==> config.mk <==
export PLATFORM = sky130hd
export DESIGN_NAME = blk_fill_walker
export DESIGN_NICKNAME = d
export VERILOG_FILES = /design/src/rtl/blk_walk_pkg.sv /design/src/rtl/blk_cfg_check.sv /design/src/rtl/blk_walk_core.sv /design/src/rtl/blk_irq_cell.sv /design/src/rtl/blk_fill_walker.sv
export SDC_FILE = /design/constraint.sdc
export NUM_CORES = 1
export LEC_CHECK = 0
export BUFFER_PORTS_ARGS = -buffer_cell sky130_fd_sc_hd__buf_2
export CORE_ASPECT_RATIO = 2
export CORE_MARGIN = 2
export CORE_UTILIZATION = 45
export CTS_BUF_LIST = sky130_fd_sc_hd__clkbuf_16
export CTS_CLUSTER_DIAMETER = 200
export DETAILED_ROUTE_END_ITERATION = 8
export GPL_TIMING_DRIVEN = 0
export PLACE_DENSITY = 0.79
export REMOVE_ABC_BUFFERS = 1
export SYNTH_ARGS = -nofsm -noshare
export SYNTH_HDL_FRONTEND = slang
export SYNTH_HIERARCHICAL = 1
export SYNTH_SLANG_ARGS = --single-unit
==> constraint.sdc <==
create_clock -name clk -period 3 [get_ports clk]
set_input_delay 0.45 -clock clk [delete_from_list [all_inputs] [get_ports clk]]
set_output_delay 0.45 -clock clk [all_outputs]
set_load 0.05 [all_outputs]
==> src/rtl/blk_walk_pkg.sv <==
package blk_walk_pkg;

    typedef enum logic [1:0] {
        BLK_16  = 2'd0,
        BLK_32  = 2'd1,
        BLK_64  = 2'd2,
        BLK_BAD = 2'd3
    } blk_mode_e;

    // Run end event: finish and fault qualifiers for the same edge
    typedef struct packed {
        logic finish;
        logic fault;
    } run_evt_t;

    localparam int SRC_DONE  = 0;
    localparam int SRC_FAULT = 1;
    localparam int NUM_SRC   = 2;

    function automatic logic [6:0] stride_bytes(input blk_mode_e m);
        case (m)
            BLK_16:  return 7'd16;
            BLK_32:  return 7'd32;
            default: return 7'd64;
        endcase
    endfunction

endpackage

==> src/rtl/blk_cfg_check.sv <==
module blk_cfg_check
    import blk_walk_pkg::*;
#(
    parameter int LW = 16
) (
    input  logic [LW-1:0] blk_count,
    input  blk_mode_e     blk_mode,
    output logic          illegal
);
    always_comb begin
        illegal = (blk_count == '0) || (blk_mode == BLK_BAD);
    end
endmodule

==> src/rtl/blk_walk_core.sv <==
module blk_walk_core
    import blk_walk_pkg::*;
#(
    parameter int AW = 32,
    parameter int LW = 16
) (
    input  logic          clk,
    input  logic          rst,
    input  logic          go,
    input  logic          illegal,
    input  logic [AW-1:0] start_addr,
    input  logic [LW-1:0] blk_count,
    input  logic          walk_desc,
    input  blk_mode_e     blk_mode,
    input  logic          req_ready,
    input  logic          req_fault,
    output logic          busy,
    output logic [AW-1:0] addr,
    output logic          launch,
    output run_evt_t      evt
);
    logic [AW-1:0] stride_q;
    logic [AW-1:0] stride_in;
    logic [LW-1:0] remain_q;
    logic          desc_q;
    logic          accept;
    logic          last;
    logic          reject;

    always_comb begin
        stride_in  = AW'(stride_bytes(blk_mode));
        launch     = go && !busy;
        reject     = launch && illegal;
        accept     = busy && req_ready;
        last       = accept && ((remain_q == LW'(1)) || req_fault);
        evt.finish = last || reject;
        evt.fault  = (accept && req_fault) || reject;
    end

    always_ff @(posedge clk) begin
        if (rst) begin
            busy     <= 1'b0;
            addr     <= '0;
            stride_q <= '0;
            remain_q <= '0;
            desc_q   <= 1'b0;
        end else if (launch && !illegal) begin
            busy     <= 1'b1;
            addr     <= start_addr & ~(stride_in - AW'(1));
            stride_q <= stride_in;
            remain_q <= blk_count;
            desc_q   <= walk_desc;
        end else if (accept) begin
            if (last) begin
                busy <= 1'b0;
            end else begin
                addr     <= desc_q ? (addr - stride_q) : (addr + stride_q);
                remain_q <= remain_q - LW'(1);
            end
        end
    end
endmodule

==> src/rtl/blk_irq_cell.sv <==
module blk_irq_cell (
    input  logic clk,
    input  logic rst,
    input  logic set,
    input  logic clr,
    input  logic ie,
    output logic pend,
    output logic irq
);
    always_ff @(posedge clk) begin
        if (rst)      pend <= 1'b0;
        else if (set) pend <= 1'b1;
        else if (clr) pend <= 1'b0;
    end

    always_comb irq = pend && ie;
endmodule

==> src/rtl/blk_fill_walker.sv <==
module blk_fill_walker
    import blk_walk_pkg::*;
#(
    parameter int AW = 32,
    parameter int LW = 16
) (
    input  logic          clk,
    input  logic          rst,
    input  logic [AW-1:0] start_addr,
    input  logic [LW-1:0] blk_count,
    input  logic          walk_desc,
    input  logic [1:0]    blk_mode,
    input  logic          go_set,
    input  logic          done_ie,
    input  logic          done_clr,
    input  logic          fault_ie,
    input  logic          fault_clr,
    input  logic          req_ready,
    input  logic          req_fault,
    output logic          req_valid,
    output logic [AW-1:0] req_addr,
    output logic          run_busy,
    output logic          run_done,
    output logic          done_pend,
    output logic          done_irq,
    output logic          fault_pend,
    output logic          fault_irq
);
    blk_mode_e mode;
    logic      illegal;
    logic      launch;
    run_evt_t  evt;

    logic [NUM_SRC-1:0] src_set, src_clr, src_ie, src_pend, src_irq;

    assign mode = blk_mode_e'(blk_mode);

    blk_cfg_check #(.LW(LW)) u_cfg (
        .blk_count (blk_count),
        .blk_mode  (mode),
        .illegal   (illegal)
    );

    blk_walk_core #(.AW(AW), .LW(LW)) u_core (
        .clk        (clk),
        .rst        (rst),
        .go         (go_set),
        .illegal    (illegal),
        .start_addr (start_addr),
        .blk_count  (blk_count),
        .walk_desc  (walk_desc),
        .blk_mode   (mode),
        .req_ready  (req_ready),
        .req_fault  (req_fault),
        .busy       (run_busy),
        .addr       (req_addr),
        .launch     (launch),
        .evt        (evt)
    );

    assign req_valid = run_busy;

    // Done flag: cleared on a new start, set on any run end
    always_ff @(posedge clk) begin
        if (rst)             run_done <= 1'b0;
        else if (evt.finish) run_done <= 1'b1;
        else if (launch)     run_done <= 1'b0;
    end

    always_comb begin
        src_set[SRC_DONE]  = evt.finish;
        src_clr[SRC_DONE]  = done_clr;
        src_ie[SRC_DONE]   = done_ie;
        src_set[SRC_FAULT] = evt.fault;
        src_clr[SRC_FAULT] = fault_clr;
        src_ie[SRC_FAULT]  = fault_ie;
    end

    for (genvar i = 0; i < NUM_SRC; i++) begin : g_irq
        blk_irq_cell u_cell (
            .clk  (clk),
            .rst  (rst),
            .set  (src_set[i]),
            .clr  (src_clr[i]),
            .ie   (src_ie[i]),
            .pend (src_pend[i]),
            .irq  (src_irq[i])
        );
    end

    assign done_pend  = src_pend[SRC_DONE];
    assign done_irq   = src_irq[SRC_DONE];
    assign fault_pend = src_pend[SRC_FAULT];
    assign fault_irq  = src_irq[SRC_FAULT];
endmodule

[Word level (Yosys, flattened, before mapping)]
Cells that the tools add are included.
Word-level totals
  bits of input ports: 60
  word-level logic and storage cells: 58
  flip-flop bits (word level): 60
  output and inout bits: 39
Operators by class
  bitwise operators: 2
  $add $sub $neg: 4
  equality and inequality tests: 4
  muxes and demuxes: 17
  reductions and logical operators: 23
Operators with widths (count)
  32-bit 2-to-1 mux: 4
  16-bit 2-to-1 mux: 3
  32-bit by 7-bit adder with 32-bit output: 1
  32-bit bitwise AND: 1
  32-bit NOT: 1
  32-bit by 7-bit subtractor with 32-bit output: 1
  16-bit by 1-bit == test with 1-bit output, second input constant: 1
  16-bit logical NOT: 1
  16-bit by 1-bit subtractor with 16-bit output, second input constant: 1
  7-bit case mux with 2 select lines: 1
  2-bit nonzero test: 5
  1-bit 2-to-1 mux: 9
  1-bit logical AND: 8
  7-bit by 1-bit subtractor with 8-bit output, second input constant: 1
  1-bit logical OR: 4
  2-bit AND reduction: 2
  2-bit by 1-bit == test with 1-bit output, second input constant: 1
  2-bit == test, second input constant: 1
  1-bit logical NOT: 2
  2-bit logical NOT: 1
  2-bit != test, second input constant: 1

[Depth between registers and ports, before layout]
Gate-level depths: netlist (run 1).
  depth in word-level cells: 6
  depth in mapped cells: 14
  mapped depth without buffers: 13

[Modules after synthesis]
The synthesis (run 1) kept the hierarchy.
By module, submodules not included
  blk_walk_core: seq. area each 1001.0 um^2, area an instance 4108.9 um^2, times used 1, cells an instance 544
  blk_irq_cell: seq. area each 20.0 um^2, area an instance 45.0 um^2, times used 2, cells an instance 5
  blk_cfg_check: seq. area each 0.0 um^2, area an instance 60.1 um^2, times used 1, cells an instance 6
  blk_fill_walker: seq. area each 20.0 um^2, area an instance 46.3 um^2, times used 1, cells an instance 5

[Least setup slack after synthesis (run 1)]
No wires, ideal clock.
  path type: register to register
  start point: register u_core.stride_q[4]
  end point: register u_core.addr[31]
  setup time: 0.086 ns
  period minus slack after synthesis: 3.222 ns
  arrival: 3.136 ns
  path slack: -0.222 ns
  path buffers: 1
  cell stages (with the launch flop): 14
  required time: 2.914 ns
  cells stage by stage: dfxtp_1 > inv_1 > ha_1 > ha_1 > or2_2 > ha_1 > clkbuf_1 > nand4_1 > or2_2 > o311a_1 > or3_1 > nand4_1 > xor2_1 > a211oi_1
Between the ends
  word-level cells in the longest chain between the ends: 5
  elaborated cells on any way between the ends: 6
  those cells by class: add/sub (2); mux (4)
RTL lines
  start: declaration: line blk_walk_core.sv:22  | logic [AW-1:0] stride_q;
  start signal: assignment: line blk_walk_core.sv:50  | stride_q <= stride_in;
  32-bit by 7-bit adder with 32-bit output / 32-bit by 7-bit subtractor with 32-bit output (equally long branches): line blk_walk_core.sv:57  | addr <= desc_q ? (addr - stride_q) : (addr + stride_q);
  32-bit 2-to-1 mux *: line blk_walk_core.sv:57
  32-bit 2-to-1 mux *: line blk_walk_core.sv:54  | if (last) begin
  32-bit 2-to-1 mux *: line blk_walk_core.sv:53  | end else if (accept) begin
  32-bit 2-to-1 mux *: line blk_walk_core.sv:47  | end else if (launch && !illegal) begin
  end signal: assignment: line blk_walk_core.sv:49  | addr <= start_addr & ~(stride_in - AW'(1));
  end signal: assignment: line blk_walk_core.sv:57
  end: declaration: line blk_walk_core.sv:18  | output logic [AW-1:0] addr,
Mark *: on every way between the ends. The rest lies on a longest branch, timed or not. The select of a mux whose other input is x is not followed.
A chain may end at the register's enable or synchronous reset.

[Worst setup path in the final report (run 1)]
  start point: register u_core.stride_q[5]
  end point: register u_core.addr[31]
The elaborated chain is that of the path after synthesis.

==> out/qor.yml, run 1 <==
clockRootBuffer: "clkbuf_16"
wl_um: 14200
min-delay-start: "start_addr[25]"
status: "complete, but fails checks"
path_max_fanout: 6
max_slew_margin_pct: 31.1
mappedNetlistArea_um2: 4310
wl_per_cell_um: 18.4
met1Wirelength_um: 4870
antenna_left: 0
core_um2: 9320
vdd_drop_max_uv: 338
synthToLayoutAreaGrowth_pct: 32.3
layout_min_cycle_time_ns: 3.08
avgSynthCellArea_um2: 7.62
worstPathArrival_ns: 3.28
rsz0062_at_grt: "true"
reg2reg_to: "u_core/addr[31]"
power_density_nw_per_um2: 572
antenna_found_initial: 0
clk_latency_ns: 0.30
layout-drive-gt1-share_pct: 33.7
num-nets-final: 767
drv_slew: 0
drtPass1Iterations: 5
synth_cell_types: 66
cp-end-kind: "flip-flop"
setup_slack_ns: -0.0819
port_buffers: 91
worstSetupPathType: "reg2reg"
rows: 50
crit_required_ns: 3.20
clkSlewWorstSetupHoldPaths_ns: 0.07
yosysWarnings: 6
diodes: 0
grt_max_degree: 51
clock_sinks: 53
dpl.hpwl_um: 9370
hold_path.class: "in2reg"
violations: "negative setup slack"
num-fill-cells: 802
ios: 99
via_per_inst: 6.22
ctsHoldBuffers: 0
r2r_slack_ns: -0.08
track_usage_pct: 25.5
htree_levels: 2
ff2ff_path_depth: 14
synth_flop_cell: "dfxtp_1"
synth-edff-count: 0
r2r_start: "u_core/stride_q[5]"
gp_congestion: 0.946
synth-seq-cells: 53
grt_overflow: 0
top_layer_used: "met4"
ys_seq_area_share_pct: 24.6
vias: 4823
wl_met2_um: 7850
crit_path_start: "u_core/stride_q[5]"
cts_buffers: 5
cts_buffer_depth: 2
die-area_um2: 10400
max_freq_mhz: 324
final_hold_viol_count: 0
grt_first_pass_wirelength_um: 21000
die-width_um: 73.2
clock_skew_ns: 0.00675
worstMarginPinSlew_ns: 1.03
cts_tree: "built"
synthCells: 565
cap_violations: 0
initial_core_util_pct: 46.2
drt-initial-drc-count: 310
hold_path_depth: 3
wl_met3_um: 630
fin_crit_sh_pct: 103
fp.dieH_um: 142
final_util_pct: 61.1
grt_pass1_vias: 4557
setup_viol: 5
min_to: "u_core/addr[25]"
power.leakage_nw: 2.37
fin_hold_ws_ns: 0.368
drc: 0
synth-async-reset-ratio_pct: 0
setup.worst_path.start_class: "flip-flop"
Yosys cell counts, types with 3 or more instances:
master,instances,area [um2]
nand2_1,73,274
nor2_1,66,248
dfxtp_1,53,1060
a21oi_1,45,225
ha_1,37,463
o21ai_0,25,125
clkbuf_1,22,82.6
xnor2_1,21,184
inv_1,20,75.1
a211oi_1,19,143
a311oi_1,16,140
nand3_1,15,75.1
xor2_1,11,96.3
a31oi_1,10,62.6
nor3_1,10,50.1
a21o_1,9,67.6
nand2b_1,9,56.3
buf_4,6,45.0
nand4_1,6,37.5
nor2b_1,6,37.5
nor4_1,6,37.5
and3_1,4,25.0
nor4_2,4,50.1
o211ai_1,4,30.0
o21a_1,4,30.0
o21bai_1,4,30.0
or3_1,4,25.0
a21oi_2,3,26.3
and2_1,3,18.8
buf_6,3,33.8
mux2i_1,3,30.0
or2_2,3,18.8
layout by cell type, fill, tap and decap left out, types with 19 or more instances in the layout:
cell type / count
ha_1: 22
a211oi_1: 19
dfxtp_1: 51
a21oi_1: 28
buf_4: 32
inv_1: 21
nor2_1: 63
nand2_1: 67
xnor2_1: 21
buf_2: 91
metal layers:
| metal | vias up | global-route usage [%] |
|---|---|---|
| met1 | 2266 | 25.0 |
| met4 | 0 | 16.9 |
| met3 | 76 | 2.48 |
| li1 | 2265 | - |
| met5 | - | 0 |
| met2 | 216 | 48.0 |
flip-flops by register name (all words and copies together) (netlist names):
name	flops
u_core/remain_q	16
u_core/addr	29
u_core/busy	1
run_done	1
u_core/desc_q	1
g_irq.u_cell/pend	2
u_core/stride_q	3
power by group:
part	leakage [nW]	internal [mW]	switching (mW)
Combinational	1.85	0.769	1.09
Clock	0.0776	0.301	0.260
Sequential	0.438	0.765	0.0683
how the worst max path moves through the flow:
stage,end,depth (start not counted)
2_1_floorplan,u_core/addr[31],13
3_3_place_gp,u_core/addr[25],7
3_5_place_dp,u_core/addr[31],13
4_1_cts,u_core/addr[26],13
5_1_grt,u_core/addr[31],14
6_report,u_core/addr[31],14
area by class of cell:
cell class / count / area [um2] / share of cell area, %
Inverter: 20 / 80.1 / 1.41
Timing Repair Buffer: 127 / 762 / 13.4
Clock inverter: 3 / 11.3 / 0.198
Clock buffer: 5 / 125 / 2.20
Sequential cell: 53 / 1060 / 18.7
Tap cell: 104 / 130 / 2.28
Multi-Input combinational cell: 463 / 3520 / 61.9
cells by family (layout without fill, tap and decap cells):
| family | after synthesis | in the layout | synth area share, % |
|---|---|---|---|
| and+or+nand+nor | 222 | 223 | 25.4 |
| AOI/OAI and AO/OA | 162 | 163 | 25.7 |
| DFF | 53 | 53 | 24.6 |
| buffers and inverters | 53 | 155 | 5.72 |
| adders and majority gates | 37 | 37 | 10.8 |
| xor gates and xnor gates | 32 | 32 | 6.51 |
| muxes | 5 | 5 | 1.22 |
| other | 1 | 3 | 0.0871 |
critical path: stages, from the launching register on:
cell      delay, ns
dfxtp_2        0.36
inv_4          0.05
ha_4           0.16
ha_4           0.16
or2_4          0.32
ha_4           0.35
a21oi_2        0.08
o21ai_2        0.19
a21oi_4        0.07
o311a_1        0.37
buf_4          0.15
o211ai_1       0.15
nand4_1        0.15
xor2_1         0.21
a211oi_1       0.20
through the flow:
| stage | setup TNS, ns | total power [mW] | area [um2] | setup slack [ns] | std cells |
|---|---|---|---|---|---|
| final | -0.204 | 3.26 | 5700 | -0.0819 | 775 |
| after global routing | -0.614 | 3.42 | 5700 | -0.125 | 775 |
| after CTS | -0.0164 | 2.95 | 5310 | -0.00923 | 754 |
| after detailed placement | -7.02 | 2.17 | 4770 | -0.844 | 731 |
| after global placement | -30.75 | 2.14 | 4730 | -0.860 | 729 |
| after floorplan | -0.520 | 1.84 | 4140 | -0.191 | 534 |
timing repair:
action                                  in CTS  in global routing
gates resized for setup                     66                 47
setup buffers                               14                 20
pin swaps                                   27                 45
endpoints found under the setup margin      19                 14
gates cloned                                 1                  1
No activity file was read; power rests on OpenSTA's default activity.
==> run 2: changes to the inputs <==
--- a/config.mk
+++ b/config.mk
@@ -15,6 +15,9 @@
 export GPL_TIMING_DRIVEN = 0
 export PLACE_DENSITY = 0.79
 export REMOVE_ABC_BUFFERS = 1
+export SKIP_CTS_REPAIR_TIMING = 1
+export SKIP_LAST_GASP = 1
+export SLEW_MARGIN = 20
 export SYNTH_ARGS = -nofsm -noshare
 export SYNTH_HDL_FRONTEND = slang
 export SYNTH_HIERARCHICAL = 1
==> run 2 against run 1 <==
The flow still finishes with violations (negative setup slack). Die area is the same. Sequential power about the same. Worst hold slack improved by 0.0030 ns. Critical path type unchanged. Largest power group unchanged.
==> out/qor.yml, run 2 (synthesized netlist as in run 1, its figures left out) <==
status: "complete, but fails checks"
violations: "negative setup slack"
combPwrFrac_pct: 53.7  # -3.5 points
power.leakage_nw: 2.22  # -6.3%
slowest_delay_ns: 0.35  # -0.02 ns
final_area_um2: 5360  # -6.0%
clockRootBuffer: "clkbuf_16"
cts_tree: "built"
final_util_pct: 57.4  # -3.7 points
htree_levels: 2  # unchanged
dp.cells: 730  # -0.14%
grt_overflow: 0  # unchanged
cpMostUsedCell: "ha_4"
reg_top3: "u_core/addr: 29 flops, u_core/remain_q: 16 flops, u_core/stride_q: 3 flops"
num-nets-final: 743  # -3.1%
track_usage_pct: 23.9  # -1.6 points
port_buffers: 91  # unchanged
netSwitchingPower_mw: 1.34  # -5.6%
wl_per_cell_um: 17.9  # -2.6%
drc: 0  # unchanged
gp_congestion: 0.946  # unchanged
drtPass1Iterations: 5  # unchanged
crit_required_ns: 3.14  # -0.06 ns
power_density_nw_per_um2: 570  # -0.30%
worstPathArrival_ns: 3.24  # -0.04 ns
grt_pass1_vias: 4419  # -3.0%
rows: 50  # unchanged
dpl.hpwl_um: 9370  # about the same
layout-drive-gt1-share_pct: 28.4  # -5.2 points
die-width_um: 73.2  # unchanged
worstSetupPathType: "reg2reg"
core_um2: 9320  # unchanged
clkSlewWorstSetupHoldPaths_ns: 0.07  # about the same
max_slew_margin_pct: 30.7  # -0.39 points
ios: 99  # unchanged
path_delay_family: "compound AO/OA/AOI/OAI gates"
cap_violations: 0  # unchanged
setup.worst_path.start_class: "flip-flop"
path_max_fanout: 6  # unchanged
multi_input_area_um2: 3380  # -4.0%
hold_path.class: "in2reg"
layout_min_cycle_time_ns: 3.10  # +0.0225 ns
drt-initial-drc-count: 234  # -25%
num-fill-cells: 859  # +7.1%
layout_commonest_cell: "buf_2"
critical_path.cell_chain: "inv_2, ha_4, ha_4, or2_4, ha_4, a21o_1, a21o_1, o21ba_4, o2111ai_4, nand2_2, a221oi_4, or3_4, a41oi_2"
cp-end-kind: "flip-flop"
final_cell_mix: "buf_2 (91), nand2_1 (70), nor2_1 (63)"
power.total_mw: 3.05  # -6.3%
antenna_left: 0  # unchanged
dpl_cell_area_um2: 4750  # -0.39%
setup_viol: 6  # +1
fin_crit_sh_pct: 103  # +0.75 points
die-area_um2: 10400  # unchanged
clockPowerShare_pct: 19.0  # +1.8 points
max_freq_mhz: 322  # -0.73%
clock_sinks: 53  # unchanged
top_register: "u_core/addr"
switching_share_pct: 44.0  # +0.32 points
via_per_inst: 6.10  # -1.9%
drv_slew: 0  # unchanged
wl_um: 13400  # -5.6%
rsz0062_at_grt: "true"
path_buf_inv: 1  # -1
cts_buffer_depth: 2  # unchanged
final_hold_viol_count: 0  # unchanged
slowest_stage: "dfxtp_2"
grt_first_pass_wirelength_um: 19800  # -5.7%
vias: 4584  # -5.0%
intPower_mw: 1.71  # -6.8%
grt_max_degree: 77  # +51%
clk_latency_ns: 0.30  # about the same
final_cells: 751  # -3.1%
antenna_found_initial: 0  # unchanged
synthToLayoutAreaGrowth_pct: 24.4
diodes: 0  # unchanged
setup_slack_ns: -0.104  # -0.0225 ns
vdd_drop_max_uv: 284  # -16%
seqCellArea_um2: 1060  # unchanged
worstMarginPinSlew_ns: 1.04  # +0.00584 ns
clock_skew_ns: 0.00783  # +0.00108 ns
initial_core_util_pct: 46.2  # unchanged
fp.dieH_um: 142  # unchanged
cts_buffers: 5  # unchanged
largest_reg_flops: 29  # unchanged
p_seq_share_pct: 27.3  # +1.7 points
[run 2: final cells by class]
class | instances | area share (%)
clock buffers | 5 | 2.34
clock inverters | 3 | 0.327
inverters | 20 | 1.45
multi-input cells | 462 | 63.1
flip-flops and latches | 53 | 19.9
well taps | 104 | 2.43
repair buffers | 104 | 10.5
[run 2: power by group through the flow]
stage	registers [mW]	logic (mW)	clock network, mW
6_report	0.832	1.64	0.581
5_1_grt	0.838	1.76	0.618
4_1_cts	0.824	1.34	0.591
3_5_place_dp	0.841	1.33	0
3_3_place_gp	0.838	1.30	0
2_1_floorplan	0.964	0.872	0
[run 2: final timing paths]
kind,to,from,cells past startpoint,slack [ns]
worst max-delay path,u_core/addr[26],u_core/stride_q[5],13,-0.10
worst min-delay path,u_core/addr[25],start_addr[25],3,0.37
worst max register to register,u_core/addr[26],u_core/stride_q[5],13,-0.10
worst min register to register,u_core/addr[3],u_core/addr[3],1,0.48
[run 2: worst reg2reg max path, stage by stage, from the launching register on]
cell and delay (ns):
dfxtp_2 0.35, inv_2 0.07, ha_4 0.17, ha_4 0.17, or2_4 0.35, ha_4 0.29, a21o_1 0.19, a21o_1 0.20
o21ba_4 0.23, o2111ai_4 0.26, nand2_2 0.13, a221oi_4 0.27, or3_4 0.18, a41oi_2 0.10
[run 2: metal layers]
layer / track usage [%] / vias to the layer above / part of all wire, %
met5: 0 / - / 0
met4: 13.7 / 0 / 4.8
met3: 2.48 / 53 / 4.1
met2: 45.9 / 169 / 56
met1: 23.5 / 2154 / 35
li1: - / 2208 / -
[run 2: through the flow]
stage | setup TNS (ns) | hold WS [ns] | setup slack [ns]
after global placement | -30.75 | 0.461 | -0.860
after detailed placement | -6.84 | 0.466 | -0.828
after floorplan | -0.520 | 0.443 | -0.191
after global routing | -1.15 | 0.362 | -0.240
after CTS | -7.43 | 0.368 | -0.844
final | -0.260 | 0.371 | -0.104
==> run 3: changes to the inputs <==
--- a/config.mk
+++ b/config.mk
@@ -14,7 +14,6 @@
 export DETAILED_ROUTE_END_ITERATION = 8
 export GPL_TIMING_DRIVEN = 0
 export PLACE_DENSITY = 0.79
-export REMOVE_ABC_BUFFERS = 1
 export SKIP_CTS_REPAIR_TIMING = 1
 export SKIP_LAST_GASP = 1
 export SLEW_MARGIN = 20
==> constraint.sdc (replaced) <==
create_clock -name clk -period 3 [get_ports clk]
set_input_delay 0.15 -clock clk [delete_from_list [all_inputs] [get_ports clk]]
set_output_delay 0.15 -clock clk [all_outputs]
set_load 0.05 [all_outputs]
==> run 3 against run 2 <==
Die area is the same. Via count grew 6.5%. The run still ends with negative setup slack left. Clock power shrank 1%. Combinational power grew 5%. Register-to-register slack gained 0.04 ns. Clock skew is essentially flat. Global-route usage grew 3.7 points. Sequential power is essentially flat. Wire length grew 15%. Flip-flop and latch count is the same. Largest cell class unchanged.
==> out/qor.yml, run 3 (synthesized netlist as in run 1, its figures left out) <==
drtPass1Iterations: 5  # unchanged
grt_pass1_vias: 4627  # +4.7%
path_buf_inv: 2  # +1
drc: 0  # unchanged
final_area_um2: 5580  # +4.2%
grt_max_degree: 23  # -70%
cts_buffers: 5  # unchanged
power.leakage_nw: 2.32  # +4.8%
wl_um: 15400  # +15%
fp.dieH_um: 142  # unchanged
dpl.hpwl_um: 11400  # +22%
core_um2: 9320  # unchanged
max_freq_mhz: 327  # +1.5%
vias: 4880  # +6.5%
synthToLayoutAreaGrowth_pct: 29.6
crit_required_ns: 3.15  # about the same
slowest_delay_ns: 0.35  # about the same
r2r_start: "u_core/stride_q[4]"
clockPowerShare_pct: 18.3  # -0.7 points
top_register: "u_core/addr"
drt-initial-drc-count: 294  # +26%
dpl_cell_area_um2: 4920  # +3.6%
path_delay_family: "simple AND/OR/NAND/NOR gates"
num-fill-cells: 849  # -1.2%
die-width_um: 73.2  # unchanged
setup.worst_path.start_class: "flip-flop"
seqCellArea_um2: 1060  # unchanged
drv_slew: 0  # unchanged
ff2ff_path_depth: 13  # unchanged
clkSlewWorstSetupHoldPaths_ns: 0.07  # about the same
num-nets-final: 777  # +4.6%
cpMostUsedCell: "ha_4"
worstMarginPinSlew_ns: 0.677  # -0.363 ns
cp-end-kind: "flip-flop"
path_max_fanout: 7  # +1
setup_viol: 5  # -1
final_cell_mix: "buf_2 (93), nand2_1 (69), nor2_1 (61)"
ios: 99  # unchanged
min-delay-start: "rst"
hold_path.class: "in2reg"
fin_crit_sh_pct: 102  # -1.5 points
worstPathArrival_ns: 3.21  # -0.03 ns
antenna_left: 0  # unchanged
clock_skew_ns: 0.00749  # -0.000340 ns
r2r_slack_ns: -0.06  # +0.04 ns
p_seq_share_pct: 26.5  # -0.8 points
grt_first_pass_wirelength_um: 22200  # +12%
cp.depth: 13  # unchanged
rows: 50  # unchanged
die-area_um2: 10400  # unchanged
track_usage_pct: 27.6  # +3.7 points
clockRootBuffer: "clkbuf_16"
status: "complete, but fails checks"
layout_min_cycle_time_ns: 3.06  # -0.0447 ns
max_slew_margin_pct: 54.8  # +24 points
wl_per_cell_um: 19.6  # +9.6%
clk_latency_ns: 0.30  # about the same
layout_commonest_cell: "buf_2"
violations: "negative setup slack"
largest_reg_flops: 29  # unchanged
cts_buffer_depth: 2  # unchanged
combPwrFrac_pct: 55.2  # +1.5 points
fin_setup_tns_ns: -0.127  # +0.133 ns
cap_violations: 0  # unchanged
pre_cts_ws_ns: -0.569  # +0.259 ns
cts_tree: "built"
reg2reg_to: "u_core/addr[31]"
intPower_mw: 1.75  # +2.5%
multi_input_area_um2: 3410  # +0.89%
power.total_mw: 3.13  # +2.6%
netSwitchingPower_mw: 1.38  # +2.9%
final_hold_viol_count: 0  # unchanged
clock_sinks: 53  # unchanged
power_density_nw_per_um2: 562  # -1.5%
port_buffers: 91  # unchanged
hold_path_depth: 2  # -1
final_util_pct: 59.9  # +2.4 points
setup_slack_ns: -0.0597  # +0.0447 ns
slowest_stage: "dfxtp_2"
critical_path.cell_chain: "inv_4, ha_4, ha_4, or2_4, ha_4, buf_6, nand4_1, or2_4, o311a_4, or3_1, nand4_1, xor2_1, a211oi_1"
initial_core_util_pct: 46.2  # unchanged
reg_top3: "u_core/addr: 29 flops, u_core/remain_q: 16 flops, u_core/stride_q: 3 flops"
min_to: "g_irq[1].u_cell/pend"
antenna_found_initial: 0  # unchanged
gp_congestion: 0.946  # about the same
rsz0062_at_grt: "true"
grt_overflow: 0  # unchanged
via_per_inst: 6.22  # +1.8%
htree_levels: 2  # unchanged
worstSetupPathType: "reg2reg"
vdd_drop_max_uv: 267  # -5.9%
layout-drive-gt1-share_pct: 30.2  # +1.8 points
diodes: 0  # unchanged
switching_share_pct: 44.1  # +0.099 points
-- run 3: cell type report --
type	count	share of cell area, %
clock inverter	3	0.224
buffer	31	3.41
multi-input combinational	463	61.1
inverter	20	1.43
tap	104	2.33
timing repair buffer	106	10.2
clock buffer	5	2.24
sequential	53	19.1
-- run 3: metal layers --
metal | vias up | share of wire (%) | global-route usage (%)
met2 | 212 | 54 | 51.7
li1 | 2275 | - | -
met1 | 2314 | 35 | 26.6
met4 | 0 | 6.5 | 18.4
met3 | 79 | 4.7 | 3.40
met5 | - | 0 | 0
-- run 3: worst max-delay path by stage --
stage	from	to	slack, ns
2_1_floorplan	u_core/stride_q[4]	u_core/addr[31]	0.02
3_3_place_gp	u_core/stride_q[4]	u_core/addr[28]	-0.55
3_5_place_dp	u_core/stride_q[4]	u_core/addr[28]	-0.57
4_1_cts	u_core/stride_q[4]	u_core/addr[28]	-0.60
5_1_grt	u_core/stride_q[4]	u_core/addr[26]	-0.12
6_report	u_core/stride_q[4]	u_core/addr[31]	-0.06
-- run 3: through the flow --
| stage | cells | hold WS [ns] |
|---|---|---|
| final | 785 | 0.0871 |
| after global routing | 785 | 0.0966 |
| after CTS | 770 | 0.0769 |
| after detailed placement | 762 | 0.386 |
| after global placement | 762 | 0.386 |
| after floorplan | 567 | 0.212 |
-- run 3: power groups by stage --
stage	sequential, mW	combinational, mW	clock, mW
2_1_floorplan	0.960	0.910	0
3_3_place_gp	0.837	1.37	0
3_5_place_dp	0.840	1.39	0
4_1_cts	0.824	1.39	0.586
5_1_grt	0.839	1.85	0.612
6_report	0.831	1.73	0.573
-- run 3: worst reg2reg max path: stages, from the launching register on --
cell      delay (ns)
dfxtp_2         0.35
inv_4           0.05
ha_4            0.16
ha_4            0.16
or2_4           0.32
ha_4            0.30
buf_6           0.11
nand4_1         0.12
or2_4           0.28
o311a_4         0.32
or3_1           0.31
nand4_1         0.16
xor2_1          0.18
a211oi_1        0.09
